===== src/rtl/pll_ctl_pkg.sv =====
package pll_ctl_pkg;
  localparam int DATA_W = 8;

  typedef logic [2:0] mcode_t;

  localparam mcode_t RESET_CODE = 3'b010;

  typedef struct packed {
    logic locked;
    logic enable;
    logic mult;
  } err_t;

  // Legal factor codes; 011 only when the x6 variant is present
  function automatic logic code_ok(input mcode_t c, input logic x6);
    return (c == 3'b001) || (c == 3'b010) || (x6 && (c == 3'b011));
  endfunction

  // Legal codes map to twice their low two bits
  function automatic logic [2:0] code_to_factor(input mcode_t c, input logic x6);
    return code_ok(c, x6) ? {c[1:0], 1'b0} : 3'd0;
  endfunction

  // Read view: reserved bit 3 reads 1, bits 6:4 read 0
  function automatic logic [DATA_W-1:0] pack_view(input logic en, input mcode_t c);
    return {en, 2'b00, 1'b0, 1'b1, c};
  endfunction
endpackage


===== src/rtl/pll_ctl_busif.sv =====
module pll_ctl_busif
  import pll_ctl_pkg::*;
#(
  parameter int ADDR_W = 8,
  parameter logic [ADDR_W-1:0] REG_ADDR = 'h1C
) (
  input  logic [ADDR_W-1:0] addr,
  input  logic              wr,
  input  logic              unlock,
  input  logic              en_cur,
  input  mcode_t            code_cur,
  output logic              wr_hit,
  output logic              wr_ok,
  output logic              wr_blocked,
  output logic [DATA_W-1:0] rdata
);
  logic hit;

  always_comb begin
    hit        = (addr == REG_ADDR);
    wr_hit     = wr && hit;
    wr_ok      = wr_hit && unlock;
    wr_blocked = wr_hit && !unlock;
    rdata      = hit ? pack_view(en_cur, code_cur) : '0;
  end
endmodule


===== src/rtl/pll_ctl_mult.sv =====
module pll_ctl_mult
  import pll_ctl_pkg::*;
#(
  parameter bit MUL6_EN = 1'b1
) (
  input  logic   clk,
  input  logic   rst_n,
  input  logic   wr_ok,
  input  mcode_t wr_code,
  input  logic   en_cur,
  output mcode_t code_q,
  output logic   once_q,
  output logic   mult_accept,
  output logic   mult_reject
);
  logic changing;

  always_comb begin
    changing    = wr_ok && (wr_code != code_q);
    mult_accept = changing && !en_cur && !once_q && code_ok(wr_code, MUL6_EN);
    mult_reject = changing && !mult_accept;
  end

  always_ff @(posedge clk or negedge rst_n) begin
    if (!rst_n) begin
      code_q <= RESET_CODE;
      once_q <= 1'b0;
    end else if (mult_accept) begin
      code_q <= wr_code;
      once_q <= 1'b1;
    end
  end
endmodule


===== src/rtl/pll_ctl_en.sv =====
module pll_ctl_en (
  input  logic       clk,
  input  logic       rst_n,
  input  logic       wr_ok,
  input  logic       wr_bit,
  input  logic       sys_main,
  input  logic [1:0] div_sel,
  input  logic       div_mode,
  output logic       en_q,
  output logic       clk_safe,
  output logic       en_accept,
  output logic       en_reject,
  output logic       en_clear
);
  logic turn_on;

  always_comb begin
    clk_safe  = sys_main && (div_sel == 2'b00) && !div_mode;
    turn_on   = wr_ok && wr_bit && !en_q;
    en_accept = turn_on && clk_safe;
    en_reject = turn_on && !clk_safe;
    en_clear  = wr_ok && !wr_bit;
  end

  always_ff @(posedge clk or negedge rst_n) begin
    if (!rst_n)         en_q <= 1'b0;
    else if (en_accept) en_q <= 1'b1;
    else if (en_clear)  en_q <= 1'b0;
  end
endmodule


===== src/rtl/pll_ctl_reg.sv =====
module pll_ctl_reg
  import pll_ctl_pkg::*;
#(
  parameter int ADDR_W = 8,
  parameter logic [ADDR_W-1:0] REG_ADDR = 'h1C,
  parameter bit MUL6_EN = 1'b1
) (
  input  logic              clk,
  input  logic              rst_n,
  input  logic [ADDR_W-1:0] bus_addr,
  input  logic              bus_wr,
  input  logic [7:0]        bus_wdata,
  output logic [7:0]        bus_rdata,
  input  logic              unlock_i,
  input  logic              sysclk_main_i,
  input  logic [1:0]        div_sel_i,
  input  logic              div_mode_i,
  output logic              pll_en_o,
  output logic [2:0]        mult_factor_o,
  output logic              err_locked_o,
  output logic              err_enable_o,
  output logic              err_mult_o
);
  localparam int EN_BIT = DATA_W - 1;

  logic   wr_hit, wr_ok, wr_blocked;
  logic   en_q, clk_safe, en_accept, en_reject, en_clear;
  mcode_t code_q;
  logic   mult_once, mult_accept, mult_reject;
  err_t   err_d, err_q;
  logic [3:0] wdata_unused;

  assign wdata_unused = bus_wdata[6:3];

  pll_ctl_busif #(.ADDR_W(ADDR_W), .REG_ADDR(REG_ADDR)) u_busif (
    .addr(bus_addr), .wr(bus_wr), .unlock(unlock_i),
    .en_cur(en_q), .code_cur(code_q),
    .wr_hit(wr_hit), .wr_ok(wr_ok), .wr_blocked(wr_blocked),
    .rdata(bus_rdata)
  );

  pll_ctl_mult #(.MUL6_EN(MUL6_EN)) u_mult (
    .clk(clk), .rst_n(rst_n), .wr_ok(wr_ok), .wr_code(bus_wdata[2:0]),
    .en_cur(en_q), .code_q(code_q), .once_q(mult_once),
    .mult_accept(mult_accept), .mult_reject(mult_reject)
  );

  pll_ctl_en u_en (
    .clk(clk), .rst_n(rst_n), .wr_ok(wr_ok), .wr_bit(bus_wdata[EN_BIT]),
    .sys_main(sysclk_main_i), .div_sel(div_sel_i), .div_mode(div_mode_i),
    .en_q(en_q), .clk_safe(clk_safe), .en_accept(en_accept),
    .en_reject(en_reject), .en_clear(en_clear)
  );

  always_comb begin
    err_d.locked = wr_blocked;
    err_d.enable = en_reject;
    err_d.mult   = mult_reject;
  end

  always_ff @(posedge clk or negedge rst_n) begin
    if (!rst_n) err_q <= '0;
    else        err_q <= err_d;
  end

  assign pll_en_o      = en_q;
  assign mult_factor_o = code_to_factor(code_q, MUL6_EN);
  assign err_locked_o  = err_q.locked;
  assign err_enable_o  = err_q.enable;
  assign err_mult_o    = err_q.mult;
endmodule


===== config.mk =====
export PLATFORM = sky130hd
export DESIGN_NAME = pll_ctl_reg
export DESIGN_NICKNAME = d
export VERILOG_FILES = /design/src/rtl/pll_ctl_pkg.sv /design/src/rtl/pll_ctl_busif.sv /design/src/rtl/pll_ctl_mult.sv /design/src/rtl/pll_ctl_en.sv /design/src/rtl/pll_ctl_reg.sv
export SDC_FILE = /design/constraint.sdc
export NUM_CORES = 1
export LEC_CHECK = 0
export CAP_MARGIN = 10
export CORE_MARGIN = 10
export CORE_UTILIZATION = 30
export CTS_BUF_LIST = sky130_fd_sc_hd__clkbuf_8
export CTS_CLUSTER_DIAMETER = 50
export DETAILED_ROUTE_END_ITERATION = 10
export PLACE_DENSITY = 0.67
export SLEW_MARGIN = 20
export SYNTH_ARGS = -nofsm -noshare
export SYNTH_HDL_FRONTEND = slang
export SYNTH_HIERARCHICAL = 1
export SYNTH_SLANG_ARGS = --single-unit

===== constraint.sdc =====
create_clock -name clk -period 1.7 [get_ports clk]
set_clock_uncertainty 0.1 [all_clocks]
set_input_delay 0.255 -clock clk [delete_from_list [all_inputs] [get_ports clk]]
set_output_delay 0.255 -clock clk [all_outputs]
set_load 0.03 [all_outputs]

==> run_results.csv <==
group,metric,value,unit
global_routing,grt_pass1_wl,2620,microns
clock_network,cts-buffers-inserted,3,
critical_path,cp_common_cell,"buf_6",
critical_path,cp_data_arrival_time,1.36,ns
die,io_pins,39,
die,rows,15,
clock_network,clock_latency,0.23,ns
route,via_per_inst,4.19,
critical_path,cp-end-kind,"output pin",
critical_path,r2r-start,"u_en/en_q",
clock_network,cts_tree,"built",
route,totalWireLength,1540,microns
status,violations,"negative setup slack",
critical_path,crit_family,"simple AND/OR/NAND/NOR gates",
critical_path,path_cells,"buf_6 > or4b_4 > buf_6 > nor3_2 > buf_4",
route,drc,0,
placement,dp_cells,110,
clock_network,clkSinkCount,8,
timing,drv_slew,0,
global_routing,grt_start_max_net_pins,9,
critical_path,crit_start,"bus_addr[1]",
critical_path,startpoint_type,"input pin",
status,outcome,"finished, violations left",
pwr,cellLeakagePower,0.000490,uW
die,coreArea,0.00173,sq mm
die,fp.dieH,62.4,microns
min_path,worst_hold_path_type,"input pin to asynchronous set/reset pin",
critical_path,regToRegSetupSlack,0.31,ns
route,first_pass_iters,4,
timing,setup_ws,-0.0132,ns
die,dieArea,0.00390,sq mm
run,maxCapViolCount,0,
global_routing,first_global_vias,516,
die,initial_core_util,31.3,%
timing,setup_tns,-0.0132,ns
die,die_x,62.4,microns
logic_synthesis,synthCells,54,
critical_path,cp-endpoint,"bus_rdata[1]",
placement,io_buffers,30,
logic_synthesis,synth_area,541,sq um
clock_network,hold_buffers,0,
logic_synthesis,synth.yosys.warnings,6,
critical_path,r2r_cells,3,
route,drt_iter0_drc,13,
global_routing,overflow,0,
timing,hold_viol_final,0,
critical_path,crit_buf_inv,3,
route,vias,486,
timing,layout_worst_path_cycle_share,101,%
timing,finalSetupViolations,1,
critical_path,critPathMaxStageDelay,0.56,ns
critical_path,slowest_stage,"or4b_4",
critical_path,crit_cells,5,
critical_path,r2r-end,"u_mult/code_q[0]",
global_routing,antenna_found_initial,0,
placement,place.gp.congestion,0.778,
timing,period_needed,1.71,ns
global_routing,grtUsageTotal,8.52,%
timing,rsz0062_at_grt,"yes",
clock_network,clkTransAtPathRegs,0.04,ns
layout,drive_gt1_share,39.6,%
layout,syn2layout_area_growth,81.0,%
route,antenna_left,0,
timing,fmax,584,MHz
logic_synthesis,synth_area_per_cell,10.0,sq um
layout,antenna_cells,0,
clock_network,cts_buffer_depth,2,
route,wl_per_cell,13.3,microns
layout,finalNetCount,116,
critical_path,required,1.34,ns
pwr,p_per_area,535,mW/mm^2
clock_network,root_buffer,"clkbuf_8",
critical_path,crit_fanout,6,
critical_path,path_class,"input pin to output pin",
clock_network,h-tree-depth,1,
layout,final_cells,116,
placement,dp_hpwl,1300,microns
pwr,irDropWorstVdd,0.000297,V
==> power breakdown <==
part	leakage [uW]	total [uW]	switching, uW	internal, uW
Combinational	0.000360	91.2	41.0	50.1
Clock	0.0000269	239	81.7	157
Sequential	0.000103	193	1.31	192
Total	0.000490	523	124	399
==> layout by cell type, fill, tap and decap left out, drive strengths merged, types with 4 or more instances in the layout <==
cell	instances
nor3	7
inv	8
dfrtp	7
buf	17
conb	4
dlygate4sd2	5
clkdlybuf4s50	14
==> worst min path at each step <==
stage	start	endpoint	slack, ns
3_5_place_dp	rst_n	err_locked_o	0.46
6_report	rst_n	err_locked_o	0.19
3_3_place_gp	u_mult/code_q[0]	u_mult/code_q[0]	0.45
5_1_grt	rst_n	err_locked_o	0.23
2_1_floorplan	rst_n	err_enable_o	-0.14
4_1_cts	rst_n	err_locked_o	0.21
==> layer usage <==
metal | part of all wire [%] | GRT usage [%] | vias up
met5 | 0 | 0 | -
met4 | 1.9 | 4.19 | 0
met3 | 7.3 | 4.12 | 3
met2 | 46 | 12.7 | 26
met1 | 44 | 9.90 | 213
li1 | - | - | 244
==> layout make-up <==
type,count,area [sq um]
timing repair buffer,38,354
inverter,7,26.3
clock inverter,1,3.75
tap,25,31.3
fill,160,748
multi-input combinational,34,320
sequential,8,201
clock buffer,3,41.3
==> repair_timing <==
item                                   in CTS  in global routing
endpoints found under the hold margin       0                  0
pin swaps                                   7                  7
buffers inserted                            2                  0
setup endpoints to repair                  11                  8
gates resized for setup                    24                  6
==> through the flow <==
stage	power [uW]	setup WS (ns)	hold slack [ns]	util (%)	area (sq um)
after detailed placement	284	-0.545	0.459	50.4	871
after floorplan	232	-0.213	-0.141	-	563
after CTS	531	-0.0656	0.205	55.0	950
final	523	-0.0132	0.193	56.7	978
after global placement	283	-0.519	0.453	50.4	871
after global routing	547	-0.0741	0.231	56.7	978
==> registers in the layout (all words and copies together) (netlist names) <==
name and count:
err_enable_o 1, u_mult/once_q 1, err_mult_o 1, err_locked_o 1, u_mult/code_q 3, u_en/en_q 1
==> worst register-to-register path: cells and delay by family (launching register included) <==
| kind | cells | cell delay [ns] |
|---|---|---|
| flip-flops | 1 | 0.44 |
| multiplexers | 1 | 0.31 |
| AND/OR/NAND/NOR | 1 | 0.29 |
| AO/OA/AOI/OAI | 1 | 0.14 |
Note: power is estimated with default switching activity, not from simulation.
